--- src/rtl/flash_guard_pkg.sv ---
package flash_guard_pkg;

  localparam logic [7:0] OP_WREN = 8'h06;
  localparam logic [7:0] OP_WRDI = 8'h04;
  localparam logic [7:0] OP_RDSR = 8'h05;
  localparam logic [7:0] OP_WRSR = 8'h01;
  localparam logic [7:0] OP_READ = 8'h03;
  localparam logic [7:0] OP_FAST = 8'h0B;
  localparam logic [7:0] OP_RDID = 8'h9F;
  localparam logic [7:0] OP_REMS = 8'h90;
  localparam logic [7:0] OP_SE   = 8'h20;
  localparam logic [7:0] OP_BE1  = 8'h52;
  localparam logic [7:0] OP_BE2  = 8'hD8;
  localparam logic [7:0] OP_CE1  = 8'h60;
  localparam logic [7:0] OP_CE2  = 8'hC7;
  localparam logic [7:0] OP_PP   = 8'h02;
  localparam logic [7:0] OP_DP   = 8'hB9;
  localparam logic [7:0] OP_SIG  = 8'hAB;

  typedef enum logic [2:0] {
    DUR_NONE, DUR_PROG, DUR_SECT, DUR_BLK, DUR_CHIP, DUR_SR
  } durSel_e;

  typedef struct packed {
    logic     setWel;
    logic     clrWel;
    logic     loadSr;
    logic [2:0] srBits;   // {lock, protect[1:0]}
    durSel_e  dur;
    logic     enterDp;
    logic     startRel;
  } strobe_t;

endpackage

--- src/rtl/flash_guard_ctrl.sv ---
module flash_guard_ctrl
  import flash_guard_pkg::*;
#(
  parameter int AW = 17
) (
  input  logic          clk,
  input  logic          rstN,
  input  logic          wpN,
  input  logic          cmdStb,
  input  logic [7:0]    cmdOp,
  input  logic [AW-1:0] cmdAddr,
  input  logic [7:0]    cmdData,
  input  logic          wel,
  input  logic          wip,
  input  logic [1:0]    bp,
  input  logic          srwd,
  input  logic          deepPd,
  output strobe_t       strb,
  output logic          cmdGo,
  output logic          cmdRej
);

  logic wpSync;
  logic hwLock;
  logic protHit;
  logic accept;
  logic isModify;
  strobe_t nxt;

  always_ff @(posedge clk) begin
    if (!rstN) wpSync <= 1'b1;
    else       wpSync <= wpN;
  end

  assign hwLock = srwd & ~wpSync;

  always_comb begin
    unique case (bp)
      2'b00:   protHit = 1'b0;
      2'b01:   protHit = cmdAddr[AW-1];
      default: protHit = 1'b1;
    endcase
  end

  always_comb begin
    isModify = (cmdOp == OP_PP) || (cmdOp == OP_SE) || (cmdOp == OP_BE1) ||
               (cmdOp == OP_BE2) || (cmdOp == OP_CE1) || (cmdOp == OP_CE2) ||
               (cmdOp == OP_WRSR);
  end

  always_comb begin
    nxt    = '0;
    accept = 1'b0;
    if (deepPd) begin
      accept       = (cmdOp == OP_SIG);
      nxt.startRel = accept;
    end else if (wip) begin
      accept = (cmdOp == OP_RDSR);
    end else begin
      case (cmdOp)
        OP_WREN: begin accept = 1'b1; nxt.setWel = 1'b1; end
        OP_WRDI: begin accept = 1'b1; nxt.clrWel = 1'b1; end
        OP_RDSR, OP_READ, OP_FAST, OP_RDID, OP_REMS, OP_SIG: accept = 1'b1;
        OP_DP:   begin accept = 1'b1; nxt.enterDp = 1'b1; end
        OP_WRSR: begin
          accept     = wel & ~hwLock;
          nxt.loadSr = accept;
          nxt.srBits = {cmdData[7], cmdData[3:2]};
          if (accept) nxt.dur = DUR_SR;
        end
        OP_PP: begin
          accept = wel & ~protHit;
          if (accept) nxt.dur = DUR_PROG;
        end
        OP_SE: begin
          accept = wel & ~protHit;
          if (accept) nxt.dur = DUR_SECT;
        end
        OP_BE1, OP_BE2: begin
          accept = wel & ~protHit;
          if (accept) nxt.dur = DUR_BLK;
        end
        OP_CE1, OP_CE2: begin
          accept = wel & (bp == 2'b00);
          if (accept) nxt.dur = DUR_CHIP;
        end
        default: accept = 1'b0;
      endcase
    end
    if (!cmdStb) begin
      nxt    = '0;
      accept = 1'b0;
    end
  end

  assign strb = nxt;

  always_ff @(posedge clk) begin
    if (!rstN) begin
      cmdGo  <= 1'b0;
      cmdRej <= 1'b0;
    end else begin
      cmdGo  <= cmdStb & accept;
      cmdRej <= cmdStb & ~accept;
    end
  end

  // exactly one answer per strobe
  p_one_answer_r10: assert property (@(posedge clk) disable iff (!rstN)
    $onehot0({cmdGo, cmdRej}));
  p_answer_follows_r10: assert property (@(posedge clk) disable iff (!rstN)
    cmdStb |=> (cmdGo || cmdRej));
  // busy filter
  p_busy_filter_r8: assert property (@(posedge clk) disable iff (!rstN)
    (cmdStb && wip && cmdOp != OP_RDSR) |=> cmdRej);
  // deep power-down filter
  p_deep_filter_r9: assert property (@(posedge clk) disable iff (!rstN)
    (cmdStb && deepPd && cmdOp != OP_SIG) |=> cmdRej);
  // hardware lock on status write
  p_hw_lock_r5: assert property (@(posedge clk) disable iff (!rstN)
    (cmdStb && cmdOp == OP_WRSR && srwd && !wpSync) |=> cmdRej);
  // latch gate on modifying commands
  p_wel_gate_r2: assert property (@(posedge clk) disable iff (!rstN)
    (cmdStb && !wel && isModify) |=> cmdRej);

endmodule

--- src/rtl/flash_guard_regs.sv ---
module flash_guard_regs
  import flash_guard_pkg::*;
#(
  parameter int PROG_CYC = 20,
  parameter int SECT_CYC = 40,
  parameter int BLK_CYC  = 60,
  parameter int CHIP_CYC = 80,
  parameter int SR_CYC   = 10,
  parameter int RES_CYC  = 8
) (
  input  logic       clk,
  input  logic       rstN,
  input  strobe_t    strb,
  output logic       wel,
  output logic       wip,
  output logic [1:0] bp,
  output logic       srwd,
  output logic       deepPd
);

  localparam int MAX_A = (PROG_CYC > SECT_CYC) ? PROG_CYC : SECT_CYC;
  localparam int MAX_B = (BLK_CYC > CHIP_CYC) ? BLK_CYC : CHIP_CYC;
  localparam int MAX_C = (MAX_A > MAX_B) ? MAX_A : MAX_B;
  localparam int MAX_D = (MAX_C > SR_CYC) ? MAX_C : SR_CYC;
  localparam int CW    = $clog2(MAX_D + 1);
  localparam int RW    = $clog2(RES_CYC + 1);

  logic [CW-1:0] busyCnt;
  logic [CW-1:0] durLen;
  logic [RW-1:0] relCnt;

  always_comb begin
    case (strb.dur)
      DUR_PROG: durLen = CW'(PROG_CYC);
      DUR_SECT: durLen = CW'(SECT_CYC);
      DUR_BLK:  durLen = CW'(BLK_CYC);
      DUR_CHIP: durLen = CW'(CHIP_CYC);
      DUR_SR:   durLen = CW'(SR_CYC);
      default:  durLen = '0;
    endcase
  end

  always_ff @(posedge clk) begin
    if (!rstN) begin
      wel     <= 1'b0;
      wip     <= 1'b0;
      bp      <= 2'b00;
      srwd    <= 1'b0;
      deepPd  <= 1'b0;
      busyCnt <= '0;
      relCnt  <= '0;
    end else begin
      if (strb.setWel) wel <= 1'b1;
      if (strb.clrWel) wel <= 1'b0;
      if (strb.loadSr) {srwd, bp} <= strb.srBits;

      if (strb.dur != DUR_NONE) begin
        wip     <= 1'b1;
        busyCnt <= durLen;
      end else if (wip) begin
        if (busyCnt == CW'(1)) begin
          wip <= 1'b0;
          wel <= 1'b0;
        end
        busyCnt <= busyCnt - CW'(1);
      end

      if (strb.enterDp) deepPd <= 1'b1;
      if (relCnt != '0) begin
        if (relCnt == RW'(1)) deepPd <= 1'b0;
        relCnt <= relCnt - RW'(1);
      end
      if (strb.startRel) relCnt <= RW'(RES_CYC);
    end
  end

  // the latch is clear whenever the busy window ends
  p_wel_at_end_r7: assert property (@(posedge clk) disable iff (!rstN)
    $fell(wip) |-> !wel);
  // the busy window opens only on a timed strobe from the control
  p_wip_start_r7: assert property (@(posedge clk) disable iff (!rstN)
    $rose(wip) |-> $past(strb.dur != DUR_NONE));
  // release only runs out of deep power-down
  p_release_from_deep_r9: assert property (@(posedge clk) disable iff (!rstN)
    $fell(deepPd) |-> $past(relCnt == RW'(1)));

endmodule

--- src/rtl/flash_guard.sv ---
module flash_guard
  import flash_guard_pkg::*;
#(
  parameter int AW       = 17,
  parameter int PROG_CYC = 20,
  parameter int SECT_CYC = 40,
  parameter int BLK_CYC  = 60,
  parameter int CHIP_CYC = 80,
  parameter int SR_CYC   = 10,
  parameter int RES_CYC  = 8
) (
  input  logic          clk,
  input  logic          rstN,
  input  logic          wpN,
  input  logic          cmdStb,
  input  logic [7:0]    cmdOp,
  input  logic [AW-1:0] cmdAddr,
  input  logic [7:0]    cmdData,
  output logic          cmdGo,
  output logic          cmdRej,
  output logic [7:0]    statusByte,
  output logic          deepPd
);

  strobe_t    strb;
  logic       wel;
  logic       wip;
  logic [1:0] bp;
  logic       srwd;

  flash_guard_ctrl #(.AW(AW)) uCtrl (
    .clk(clk), .rstN(rstN), .wpN(wpN), .cmdStb(cmdStb), .cmdOp(cmdOp),
    .cmdAddr(cmdAddr), .cmdData(cmdData), .wel(wel), .wip(wip), .bp(bp),
    .srwd(srwd), .deepPd(deepPd), .strb(strb), .cmdGo(cmdGo), .cmdRej(cmdRej)
  );

  flash_guard_regs #(
    .PROG_CYC(PROG_CYC), .SECT_CYC(SECT_CYC), .BLK_CYC(BLK_CYC),
    .CHIP_CYC(CHIP_CYC), .SR_CYC(SR_CYC), .RES_CYC(RES_CYC)
  ) uRegs (
    .clk(clk), .rstN(rstN), .strb(strb), .wel(wel), .wip(wip), .bp(bp),
    .srwd(srwd), .deepPd(deepPd)
  );

  assign statusByte = {srwd, 3'b000, bp, wel, wip};

endmodule

--- config.mk ---
export PLATFORM = sky130hd
export DESIGN_NAME = flash_guard
export DESIGN_NICKNAME = d
export VERILOG_FILES = /design/src/rtl/flash_guard_pkg.sv /design/src/rtl/flash_guard_ctrl.sv /design/src/rtl/flash_guard_regs.sv /design/src/rtl/flash_guard.sv
export SDC_FILE = /design/constraint.sdc
export NUM_CORES = 1
export LEC_CHECK = 0
export ABC_AREA = 1
export ABC_CLOCK_PERIOD_IN_PS = 3850
export BUFFER_PORTS_ARGS = -buffer_cell sky130_fd_sc_hd__buf_2
export CELL_PAD_IN_SITES_DETAIL_PLACEMENT = 0
export CELL_PAD_IN_SITES_GLOBAL_PLACEMENT = 2
export CORE_MARGIN = 5
export CORE_UTILIZATION = 28
export CTS_CLUSTER_DIAMETER = 50
export DETAILED_ROUTE_END_ITERATION = 7
export PLACE_DENSITY_LB_ADDON = 0.1
export SLEW_MARGIN = 20
export SYNTH_ARGS = -nofsm -noshare
export SYNTH_HDL_FRONTEND = slang
export SYNTH_SLANG_ARGS = --single-unit
--- constraint.sdc ---
create_clock -name clk -period 3.85 [get_ports clk]
set_clock_uncertainty 0.05 [all_clocks]
set_input_delay 0.77 -clock clk [delete_from_list [all_inputs] [get_ports clk]]
set_output_delay 0.77 -clock clk [all_outputs]
set_load 0.05 [all_outputs]
== After elaboration in Yosys (flattened, before gate mapping) ==
Cells that the tools add are included.

* Add/sub/neg operators: 2
* Mux-type cells: 35
* Bitwise operators: 11
* Equality and inequality tests: 24
* Reduce and logical (&&, ||, !) cells: 10

{| class="wikitable"
|+ Operators by type and width
! operator !! count
|-
| $eq 8x8->1 const B || 6
|-
| $pmux 7 s5 || 1
|-
| $eq 8x3->1 const B || 3
|-
| $mux 10 || 2
|-
| $mux 1 || 19
|-
| $eq 8x2->1 const B || 2
|-
| $eq 8x7->1 const B || 2
|-
| $pmux 3 s5 || 1
|-
| $mux 7 || 2
|-
| $mux 4 || 3
|-
| $mux 11 || 1
|-
| $reduce_or 9->1 || 1
|-
| $eq 8x1->1 const B || 1
|-
| $eq 8x4->1 const B || 1
|-
| $eq 8x6->1 const B || 1
|-
| $eq 7x1->1 const B || 1
|-
| $sub 7x1->7 const B || 1
|-
| $and 1x1->1 || 6
|-
| $eq 3x2->1 const B || 2
|-
| $eq 3x3->1 const B || 2
|-
| $mux 3 || 2
|-
| $reduce_or 2->1 || 3
|-
| $not 1->1 || 5
|-
| $eq 4x1->1 const B || 1
|-
| 11 further kinds || 13
|}

* Input port bits: 37
* Flip-flop bits (word level): 20
* Output and inout port bits: 11

== Longest topological paths before layout ==
* Depth after elaboration: 14
* Gate-level depth with buffers: 13

== By module ==
Synthesis repeated with hierarchy kept, for this count alone.

* Cells, all modules: 272
* Area, all modules: 1,604.0 µm²

{| class="wikitable"
|+ Modules (own cells, without submodules)
! module !! instances !! seq. area each (µm²) !! cells an instance !! area an instance (µm²)
|-
| flash_guard_regs || 1 || 340.3 || 131 || 909.6
|-
| flash_guard_ctrl || 1 || 60.1 || 134 || 645.6
|-
| flash_guard || 1 || 0.0 || 7 || 48.8
|}

== Least setup slack after synthesis ==
OpenSTA, ideal clock, no wires.

* Path kind: input port to flip-flop
* Start point: input cmdOp[6]
* End point: register uRegs.busyCnt[3]
* Stages: 13
* Arrival: 1.868 ns
* Path slack: 1.821 ns
* Library setup time: 0.111 ns
* Path through: inv_1 nand2_1 nor2_1 nand2_1 nand2_1 nor2_4 a21oi_4 o21ai_4 buf_6 nand3_1 nand2_1 nor2_1 nor2_1

* Word-level cells in the longest chain between the ends: 9
* Elaborated cells on any way between the ends: 22
* Classes of those cells: eq/ne (12); mux (6); reduce/logical (4)

{| class="wikitable"
|+ Ends and longest elaborated chain
! element !! RTL line !! RTL
|-
| from (decl) || flash_guard.sv:16 || <nowiki>input logic [7:0] cmdOp,</nowiki>
|-
| $eq 8x8->1 or $eq 8x7->1 (tied branches) || -- ||
|-
| $reduce_or 2->1 || flash_guard_ctrl.sv:60 || <nowiki>case (cmdOp)</nowiki>
|-
| $pmux 3 s5 (*) || flash_guard_ctrl.sv:60 ||
|-
| $mux 10 (*) || flash_guard_ctrl.sv:57 || <nowiki>end else if (wip) begin</nowiki>
|-
| $mux 10 (*) || flash_guard_ctrl.sv:54 || <nowiki>if (deepPd) begin</nowiki>
|-
| $mux 11 (*) || flash_guard_ctrl.sv:90 || <nowiki>if (!cmdStb) begin</nowiki>
|-
| $eq 3x3->1 (tied with other cells) || flash_guard_regs.sv:33 || <nowiki>case (strb.dur)</nowiki>
|-
| $pmux 7 s5 || flash_guard_regs.sv:33 ||
|-
| $mux 7 || flash_guard_regs.sv:57 || <nowiki>if (strb.dur != DUR_NONE) begin</nowiki>
|-
| to (signal assigned) || flash_guard_regs.sv:59 || <nowiki>busyCnt <= durLen;</nowiki>
|-
| to (signal assigned) || flash_guard_regs.sv:65 || <nowiki>busyCnt <= busyCnt - CW'(1);</nowiki>
|-
| to (decl) || flash_guard_regs.sv:28 || <nowiki>logic [CW-1:0] busyCnt;</nowiki>
|}

Every way passes the cells marked *; elsewhere a longest branch is shown, timed or not.
A chain may end at the register's enable or synchronous reset.

== Worst setup path in the final report ==
* Start point: input cmdOp[3]
* End point: register uRegs.busyCnt[4]

Same word-level chain as after synthesis.

==> metrics <==
Synth top area share=0.263; Worst Setup End Kind=flip-flop; pin count of the biggest net entering global routing=15; Synth Area in Compound Gates=0.126; Routed Antenna Nets=0; RSZ-0062 raised after global routing=no; PnR worst setup slack=1.68 ns; most frequent cells in the layout=nand2_1 (58), nor2_1 (41), inv_1 (27); status=complete, no violations; type of the most critical hold path=reg -> reg; Period minus WS final=2.17 ns; Core Area=0.00520 sq mm; adder-cell share of the synthesized area=0.0329; most common cell after layout, fill and taps aside=nand2_1; Required @ worst endpoint=3.96 ns; total CTS buffers=3; Iter 0 DRT Violations=31; Worst-Skew Late Latency=0.26 ns; Vias/cell=4.47; Arr. time, crit path=2.28 ns; Largest Register=uRegs.busyCnt; Worst Setup Path Type=in -> reg; Pwr Density=315 mW/mm^2; crit start category=input pin; Final Hold Fails=0; cell taking the most area after synthesis=dfxtp_1; mux contribution to synthesized area=0; CTS tree=done; CTS Sinks=20; wire length per cell=11.3 microns; max-cap check violation count=0; CTS root buffer=clkbuf_8; Layout area overhead=12.4%; CTS Buffer Depth=2; first-pass GRT wire length=6730 microns; chip width=83.7 microns; post-synthesis simple-gate area fraction=0.417; number of I/O pins=48; Avg Cell Area, Syn=6.19 sq um; global-route usage over all layers=0.115; DP Worst Slack=1.39 ns; biggest regs=uRegs.busyCnt: 7 flops, uRegs.relCnt: 4 flops, uRegs.bp: 2 flops; antenna violations before repair=0; top cells by area, synth=dfxtp_1 (26%), nand2_1 (14%), nor2_1 (10%), inv_1 (6.7%), nand3_1 (4.9%); DR pass1 iterations=5; Setup Fix Bufs, Post-CTS=0; Yosys warning count=0; Final Setup Violations=0; post-synthesis register bit count=20; GPL Wtd Cong=0.798; max reg flops=7; Gate Count Post-Synth=246; crit path max fanout=14; total grt overflow=0; DRC violations left=0; H-tree levels=1; chip height=83.7 microns; vias in the first global route=1515; Reg clk slew, reported paths=0.08 ns; Final Max Slew Viols=0; total number of vias=1499; WL final=3800 microns; Leakage Power=0.825 nW; Max Clock Freq=461 MHz; final net count=307; Cell variety after synth=30; Peak VDD IR=0.000201 V; setup_tns=0 ns; initial core utilization=0.293; period utilization=0.563; ANT cells=0; XOR/XNOR Fraction of Synth Area=0.0173; share of cells above drive strength 1=0.189; placed cell area=0.00166 sq mm; r2r setup slk=1.84 ns; Die ar.=0.00701 sq mm; post-layout util=0.329; IO buf count=23; Final Instance Area=0.00171 sq mm; synthesized area=0.00152 sq mm; std cell rows=26; register area share after synthesis=0.263; hold_buf cts=0; largest family of logic cells by synthesized area=simple AND/OR/NAND/NOR gates; post-DP HPWL=3150 microns; cts repair resizes=0
[final cells by class]
cell class / instances / area (sq um)
Sequential cell: 20 / 400
Fill cell: 597 / 3490
Timing Repair Buffer: 23 / 115
Clock buffer: 4 / 55.1
Tap cell: 70 / 87.6
Multi-Input combinational cell: 181 / 915
Inverter: 37 / 139
[worst paths after layout]
check | startpoint | endpoint | cells after the start
max reg2reg | uRegs.wip | uRegs.busyCnt[4] | 10
min reg2reg | uRegs.bp[1] | uRegs.bp[1] | 2
min | uRegs.bp[1] | uRegs.bp[1] | 2
max | cmdOp[3] | uRegs.busyCnt[4] | 13
[metal layers]
layer | GRT usage | routed length (microns) | part of all wire
met1 | 0.139 | 1790 | 0.47
met2 | 0.205 | 1900 | 0.50
met3 | 0.0237 | 81 | 0.021
met4 | 0.0307 | 30 | 0.0079
met5 | 0 | 0 | 0
[report_power, final]
part           switching [mW]  internal [mW]
Sequential             0.0147          0.227
Clock                  0.0708         0.0911
Combinational          0.0865         0.0491
Total                   0.172          0.367
[synth_stat cells]
cell / n
buf_2: 1
or2_2: 3
buf_6: 2
a31oi_1: 2
a21oi_1: 8
clkbuf_1: 1
and3_1: 1
a211oi_1: 5
nand2_2: 2
nand2_1: 58
inv_1: 27
o21a_1: 2
o21ai_4: 1
dfxtp_1: 20
nor2_2: 3
xor2_1: 3
a21oi_4: 1
nand3_1: 15
nand4_1: 11
conb_1: 1
buf_4: 6
nor3_1: 5
nor3_2: 1
nor2_4: 1
inv_2: 10
nand3_4: 1
a41oi_1: 1
nor2_1: 41
o21ai_0: 9
ha_1: 4
[kinds of logic after synthesis]
kind of cell / after synthesis
AOI/OAI and AO/OA: 29
DFF: 20
xor gates and xnor gates: 3
adders and majority gates: 4
and+or+nand+nor: 142
other: 1
buffers and inverters: 47
[worst max-delay path: stages]
cell and delay [ns]:
buf_2 0.11, inv_1 0.08, nand2_1 0.08, nor2_1 0.20
nand2_1 0.07, nand2_1 0.12, nand2_1 0.08, nand2_1 0.14
nand3_4 0.18, nand3_1 0.23, nand2_1 0.08, nor2_1 0.09
nor2_1 0.04
[through the flow]
| stage | std cells | total power, mW | hold WS (ns) |
|---|---|---|---|
| 3_3_place_gp | 331 | 0.384 | 0.426 |
| 4_1_cts | 335 | 0.546 | 0.443 |
| 3_5_place_dp | 331 | 0.381 | 0.431 |
| 5_1_grt | 335 | 0.580 | 0.478 |
| 6_report | 335 | 0.539 | 0.439 |
| 2_1_floorplan | 248 | 0.348 | 0.399 |
Note: power is estimated with default switching activity, not from simulation.
